[src/rtl/sar_pkg.sv]
package sar_pkg;

   typedef enum logic [2:0] {
      ST_TRACK  = 3'd0,
      ST_HOLD   = 3'd1,
      ST_SETTLE = 3'd2,
      ST_SAMPLE = 3'd3,
      ST_DONE   = 3'd4
   } sar_state_e;

endpackage

[src/rtl/sar_phase_timer.sv]
// Counts the settling sub-phase of one bit trial and flags its last cycle.
module sar_phase_timer #(
   parameter int SETTLE_CYC = 1
) (
   input  logic clk,
   input  logic rst_n,
   input  logic run_i,
   output logic settle_done_o
);

   generate
      if (SETTLE_CYC == 1) begin : g_single
         // one settling cycle: the phase ends the cycle it starts
         logic unused_timer;
         assign unused_timer  = clk ^ rst_n;
         assign settle_done_o = run_i;
      end else begin : g_count
         localparam int CW = $clog2(SETTLE_CYC);
         localparam logic [CW-1:0] LAST = CW'(SETTLE_CYC - 1);
         logic [CW-1:0] cnt_q;

         always_ff @(posedge clk or negedge rst_n) begin
            if (!rst_n)              cnt_q <= '0;
            else if (!run_i)         cnt_q <= '0;
            else if (cnt_q == LAST)  cnt_q <= '0;
            else                     cnt_q <= cnt_q + 1'b1;
         end

         assign settle_done_o = run_i && (cnt_q == LAST);
      end
   endgenerate

endmodule

[src/rtl/sar_trial_reg.sv]
// Holds the decided bits and the one-hot bit under test.
module sar_trial_reg #(
   parameter int N = 8
) (
   input  logic         clk,
   input  logic         rst_n,
   input  logic         clear_i,
   input  logic         load_i,
   input  logic         decide_i,
   input  logic         cmp_i,
   output logic [N-1:0] bot_sw_o,
   output logic [N-1:0] code_next_o,
   output logic         last_o
);

   localparam logic [N-1:0] MSB_ONLY = {1'b1, {(N-1){1'b0}}};

   logic [N-1:0] trial_q;
   logic [N-1:0] code_q;

   assign code_next_o = cmp_i ? (code_q | trial_q) : code_q;
   assign last_o      = trial_q[0];
   assign bot_sw_o    = code_q | trial_q;

   always_ff @(posedge clk or negedge rst_n) begin
      if (!rst_n) begin
         trial_q <= '0;
         code_q  <= '0;
      end else if (clear_i) begin
         trial_q <= '0;
         code_q  <= '0;
      end else if (load_i) begin
         trial_q <= MSB_ONLY;
         code_q  <= '0;
      end else if (decide_i) begin
         code_q  <= code_next_o;
         trial_q <= trial_q >> 1;
      end
   end

endmodule

[src/rtl/sar_seq_fsm.sv]
// Phase sequencer: track, capture, settle/sample per bit, completion.
module sar_seq_fsm
   import sar_pkg::*;
(
   input  logic clk,
   input  logic rst_n,
   input  logic start_i,
   input  logic settle_done_i,
   input  logic last_i,
   output logic load_o,
   output logic settle_o,
   output logic decide_o,
   output logic clear_o,
   output logic track_o,
   output logic busy_o,
   output logic eoc_o
);

   sar_state_e state_q, state_d;

   always_comb begin
      state_d = state_q;
      unique case (state_q)
         ST_TRACK:  if (start_i) state_d = ST_HOLD;
         ST_HOLD:   state_d = ST_SETTLE;
         ST_SETTLE: if (settle_done_i) state_d = ST_SAMPLE;
         ST_SAMPLE: state_d = last_i ? ST_DONE : ST_SETTLE;
         ST_DONE:   state_d = ST_TRACK;
         default:   state_d = ST_TRACK;
      endcase
   end

   always_ff @(posedge clk or negedge rst_n) begin
      if (!rst_n) state_q <= ST_TRACK;
      else        state_q <= state_d;
   end

   assign load_o   = (state_q == ST_HOLD);
   assign settle_o = (state_q == ST_SETTLE);
   assign decide_o = (state_q == ST_SAMPLE);
   assign clear_o  = (state_q == ST_DONE);
   assign track_o  = (state_q == ST_TRACK);
   assign busy_o   = (state_q == ST_HOLD) || (state_q == ST_SETTLE) ||
                     (state_q == ST_SAMPLE);
   assign eoc_o    = (state_q == ST_DONE);

endmodule

[src/rtl/sar_cdac_ctrl.sv]
// Top of the successive-approximation switch sequencer.
module sar_cdac_ctrl #(
   parameter int N          = 8,
   parameter int SETTLE_CYC = 1
) (
   input  logic         clk,
   input  logic         rst_n,
   input  logic         start_i,
   input  logic         cmp_i,
   output logic [N-1:0] bot_sw_o,
   output logic         samp_in_sw_o,
   output logic         samp_cm_sw_o,
   output logic         busy_o,
   output logic         eoc_o,
   output logic [N-1:0] data_o
);

   generate
      if (N < 2) begin : g_bad_width
         $error("sar_cdac_ctrl: N must be at least 2");
      end
      if (SETTLE_CYC < 1) begin : g_bad_settle
         $error("sar_cdac_ctrl: SETTLE_CYC must be at least 1");
      end
   endgenerate

   logic         load, settle, decide, clear, track, last, settle_done;
   logic [N-1:0] code_next;
   logic [N-1:0] data_q;

   sar_seq_fsm u_fsm (
      .clk           (clk),
      .rst_n         (rst_n),
      .start_i       (start_i),
      .settle_done_i (settle_done),
      .last_i        (last),
      .load_o        (load),
      .settle_o      (settle),
      .decide_o      (decide),
      .clear_o       (clear),
      .track_o       (track),
      .busy_o        (busy_o),
      .eoc_o         (eoc_o)
   );

   sar_phase_timer #(.SETTLE_CYC(SETTLE_CYC)) u_timer (
      .clk           (clk),
      .rst_n         (rst_n),
      .run_i         (settle),
      .settle_done_o (settle_done)
   );

   sar_trial_reg #(.N(N)) u_trial (
      .clk         (clk),
      .rst_n       (rst_n),
      .clear_i     (clear),
      .load_i      (load),
      .decide_i    (decide),
      .cmp_i       (cmp_i),
      .bot_sw_o    (bot_sw_o),
      .code_next_o (code_next),
      .last_o      (last)
   );

   // result register: loaded only by the final bit decision
   always_ff @(posedge clk or negedge rst_n) begin
      if (!rst_n)              data_q <= '0;
      else if (decide && last) data_q <= code_next;
   end

   assign data_o       = data_q;
   assign samp_in_sw_o = track;
   assign samp_cm_sw_o = track;

endmodule

[config.mk]
export PLATFORM = sky130hd
export DESIGN_NAME = sar_cdac_ctrl
export DESIGN_NICKNAME = d
export VERILOG_FILES = /design/src/rtl/sar_pkg.sv /design/src/rtl/sar_phase_timer.sv /design/src/rtl/sar_trial_reg.sv /design/src/rtl/sar_seq_fsm.sv /design/src/rtl/sar_cdac_ctrl.sv
export SDC_FILE = /design/constraint.sdc
export NUM_CORES = 1
export LEC_CHECK = 0
export CAP_MARGIN = 0
export CORE_MARGIN = 8
export CORE_UTILIZATION = 45
export DETAILED_ROUTE_END_ITERATION = 10
export PLACE_DENSITY = 0.72
export SLEW_MARGIN = 0
export SYNTH_ARGS = -nofsm -noshare
export SYNTH_HDL_FRONTEND = slang
export SYNTH_HIERARCHICAL = 1
export SYNTH_SLANG_ARGS = --single-unit
[constraint.sdc]
create_clock -name clk -period 1.84 [get_ports clk]
set_clock_uncertainty 0.15 [all_clocks]
set_input_delay 0.368 -clock clk [delete_from_list [all_inputs] [get_ports clk]]
set_output_delay 0.368 -clock clk [all_outputs]
set_load 0.02 [all_outputs]
Yosys cells after proc, flatten, opt, wreduce, memory -nomap -nowiden
Index checks and enable logic that the tools add are counted.
Widths: inputs -> output; s select.
{ "word_totals": {"ff_bits": 27, "out_inout_bits": 20} }
{ "classes": {"eq_ne": 5, "n_mux": 10, "bitwise": 1, "n_reduce_logical": 5} }
{ "op_table": {"columns": ["op", "count"], "rows": [
  ["$mux 8", 7],
  ["$pmux 3 s4", 1],
  ["$or 8x8->8", 1],
  ["$eq 3x2->1 const B", 2],
  ["$mux 3", 2],
  ["$eq 3x1->1 const B", 1],
  ["$eq 3x3->1 const B", 1],
  ["$logic_not 3->1", 1],
  ["$reduce_bool 3->1", 1],
  ["$logic_or 1x1->1", 2],
  ["$ne 2x2->1 const B", 1],
  ["$logic_and 1x1->1", 1]
]} }

Logic depth before layout (Yosys ltp)
{ "depth": {"ltp_word": 5, "ltp_mapped": 6, "depth_no_buf": 4} }

By module
Netlist, hierarchy kept.
{ "modules_own_cells": {"columns": ["module", "instances", "cells_each", "area_each_um2", "seq_area_each_um2"], "rows": [
  ["sar_trial_reg", 1, 72, 762.0, 400.4],
  ["sar_cdac_ctrl", 1, 18, 304.0, 200.2],
  ["sar_seq_fsm", 1, 16, 158.9, 75.1],
  ["sar_phase_timer", 1, 1, 7.5, 0.0]
]} }

Worst setup path before layout
OpenSTA, ideal clock, no wires.
{ "synth_path": {"path_type": "flip-flop to output port", "startpoint": "register u_fsm.state_q[2]", "endpoint": "output samp_in_sw_o", "arrival_time_ns": 1.248, "required_time_ns": 1.322, "path_slack_ns": 0.074, "stages_incl_launch_ff": 3, "path_cell_list": "dfrtp_1 nor3_1 buf_4"} }
{ "synth_via": {"elab_chain_cells": 1} }
{ "synth_rtl": {"columns": ["item", "line", "rtl"], "rows": [
  ["from (decl)", "sar_seq_fsm.sv:19", "sar_state_e state_q, state_d;"],
  ["from (signal assigned)", "sar_seq_fsm.sv:35", "else state_q <= state_d;"],
  ["$logic_not 3->1", "sar_seq_fsm.sv:42", "assign track_o = (state_q == ST_TRACK);"],
  ["to (decl)", "sar_cdac_ctrl.sv:11", "output logic samp_in_sw_o,"]
]} }
Every way passes these cells.

Final worst setup path
{ "layout_path": {"startpoint": "register u_trial.code_q[5]", "endpoint": "output bot_sw_o[5]"} }
{ "layout_via": {"elab_chain_cells": 1} }
{ "layout_rtl": {"columns": ["item", "line", "rtl"], "rows": [
  ["from (decl)", "sar_trial_reg.sv:19", "logic [N-1:0] code_q;"],
  ["from (signal assigned)", "sar_trial_reg.sv:36", "code_q <= code_next_o;"],
  ["$or 8x8->8", "sar_trial_reg.sv:23", "assign bot_sw_o = code_q | trial_q;"],
  ["to (decl)", "sar_cdac_ctrl.sv:10", "output logic [N-1:0] bot_sw_o,"]
]} }
Every way passes these cells.

==> qor.txt <==
Fin. Hold Viols -> 0
Core Area -> 2690 um2
status -> completed
setup violators final -> 0
Reg power frac -> 0.347
switching pwr -> 1050 uW
global-route usage over all layers -> 0.119
commonest non-fill, non-tap cell in the layout -> dfrtp_1
top cell type's share of synthesized area -> 0.548
Max Slew Vio Count -> 0
WP data required -> 1.32 ns
CTS Sinks -> 27
met2 usage -> 0.209
fin nets -> 154
Syn Inst Count -> 107
Die X -> 68.3 um
Avg WL per Cell -> 14.5 um
Synth Area per Inst -> 11.5 um2
Clock power frac -> 0.092
slowest CP cell -> dfrtp_1
worst hold path type -> in2async
leading post-synthesis cells by cell area -> dfrtp_1 (55%), mux2_2 (7.3%), mux2i_1 (6.5%)
full die area -> 4670 um2
highest clock rate -> 559 MHz
ant diodes -> 0
Final Cycle Share -> 0.973
Max Cap Viol -> 0
clock buffer count from CTS -> 3
Worst EP arrival -> 1.27 ns
row cnt -> 19
largest net degree at the start of global routing -> 28
met3 usage -> 0.0360
cts hold-fix bufs -> 0
initial drt markers -> 49
combinational power share -> 0.562
min Tclk post-route -> 1.79 ns
area overhead of the layout relative to synthesis -> 33.3%
global route overflow -> 0
worst path bufs/invs -> 1
CTS root buf -> clkbuf_4
vias per cell -> 5.27
Top Family by Delay on Critical Path -> flip-flops
Reg2Reg Depth -> 5
TritonRoute pass-1 iters -> 4
H-tree Lvls -> 1
slowest stage delay, CP -> 0.42 ns
fillers -> 212
CTS clk-pin slew, worst paths -> 0.14 ns
share of cells above drive strength 1 -> 0.409
Die Ht -> 68.3 um
Setup crit start kind -> flop
Hold WS -> 0.253 ns
Net Sw Frac -> 0.384
Initial Utilization -> 0.459
initial antenna violation count -> 0
post-synthesis cell area -> 1230 um2
CP Capture Type -> primary output
met1 Usage GRT -> 0.137
Port-buffer cells -> 23
RD Place Congestion -> 0.809
static leakage -> 0.000988 uW
CTS tree -> built
library cells used by synthesis -> 24
sequential area share after synthesis -> 0.548
first-pass GRT wire length -> 4280 um
Int Pwr -> 1680 uW
CTS max path bufs -> 2
Synthesis Warnings -> 6
Max transition margin -> 0.773
Seq cells post-synth -> 27
Yosys top cell by area -> dfrtp_1
R2R Setup Slk -> 0.07 ns
Post-Syn Nets -> 111
clock latency on the worst-skew pair -> 0.31 ns
DRT antenna net count -> 0
Routed WL -> 2620 um
Peak VDD IR -> 1.19 mV
crit-path max FO -> 3
CP Cell Sequence -> or2_2 > clkdlybuf4s15_2
Final Util -> 0.612
DRC violations left -> 0
HPWL Detailed -> 1770 um
Crit. path cell count -> 2
via count of the first global-routing pass -> 953
DR vias -> 948
most frequent cells in the layout -> dfrtp_1 (27), buf_4 (24), nor2_1 (15)
num ports -> 24
Pwr per Cell Area -> 1660 nW/um2
Worst-Margin Slew -> 0.341 ns
Most Crowded Layer GR -> met2
WS Path Type -> reg2out
## per-stage QoR
step | instances | setup slack [ns] | TNS, ns | instance area (um2) | power [uW]
5_1_grt | 180 | -0.00234 | -0.00234 | 1640 | 2900
3_3_place_gp | 170 | 0.0578 | 0 | 1560 | 2460
6_report | 180 | 0.0500 | 0 | 1640 | 2730
3_5_place_dp | 170 | -0.00257 | -0.00257 | 1560 | 2510
2_1_floorplan | 107 | 0.0741 | 0 | 1230 | 1830
4_1_cts | 177 | 0.000164 | 0 | 1630 | 2760
## flip-flops by register name, summed over array words and instances, names as in the netlist
signal,count
data_o,8
u_trial/trial_q,8
u_fsm/state_q,3
u_trial/code_q,8
## power groups by stage
stage / clock network [uW] / registers [uW] / logic (uW)
floorplan: 0 / 1060 / 769
CTS: 265 / 943 / 1560
detailed placement: 0 / 957 / 1550
global placement: 0 / 942 / 1520
finish: 250 / 945 / 1530
global route: 280 / 968 / 1660
## cells in the mapped netlist
| library cell | count |
|---|---|
| mux2_2 | 8 |
| nand2b_1 | 1 |
| nor3_1 | 3 |
| buf_2 | 1 |
| buf_8 | 1 |
| and3b_1 | 1 |
| nand2_2 | 1 |
| or2_2 | 8 |
| dfrtp_1 | 27 |
| and2_2 | 1 |
| a31oi_1 | 8 |
| nor2_1 | 16 |
| nor3b_1 | 2 |
| or2_1 | 1 |
| clkbuf_2 | 1 |
| mux2i_1 | 8 |
| a21oi_1 | 1 |
| inv_1 | 1 |
| buf_6 | 1 |
| and2_1 | 1 |
| nor2_2 | 1 |
| buf_4 | 5 |
| and3_1 | 1 |
| a21o_1 | 8 |
## layer usage
| metal | vias up | wire length (um) | share of wire |
|---|---|---|---|
| li1 | 448 | - | - |
| met1 | 468 | 1030 | 0.39 |
| met2 | 28 | 1380 | 0.53 |
| met3 | 4 | 175 | 0.067 |
| met4 | 0 | 31 | 0.012 |
| met5 | - | 0 | 0 |
## final cells by class
class | count | area [um2] | area share
Tap cell | 31 | 38.8 | 0.0236
Timing Repair Buffer | 47 | 412 | 0.251
Clock buffer | 4 | 26.3 | 0.0160
Inverter | 1 | 3.75 | 0.00228
Multi-Input combinational cell | 70 | 487 | 0.296
Sequential cell | 27 | 676 | 0.411
## final timing paths
path | endpoint | from
worst min register to register | data_o[3] | data_o[3]
worst min-delay path | data_o[2] | rst_n
worst max register to register | data_o[7] | u_fsm/state_q[1]
worst max-delay path | bot_sw_o[5] | u_trial/code_q[5]
max in group asynchronous | u_fsm/state_q[2] | rst_n
min in group clk | data_o[3] | data_o[3]
## worst register-to-register path, stage by stage (launching register included)
cell     delay [ns]
dfrtp_1        0.45
buf_4          0.15
buf_4          0.13
and3b_1        0.20
nand2_2        0.22
mux2_2         0.37
## repair_timing
action | CTS | global route
gates resized for setup | 39 | 14
buffers inserted | 3 | 3
setup endpoints to repair | 12 | 31
hold endpoints to repair | 0 | 0
## cell families (layout without fill, tap and decap cells)
group / after synthesis / after routing / synth area share
buf+inv: 10 / 52 / 0.0629
simple gates: 37 / 37 / 0.157
mux: 16 / 16 / 0.138
flops: 27 / 27 / 0.548
compound gates: 17 / 17 / 0.0934
(Power assumes the default switching activity.)
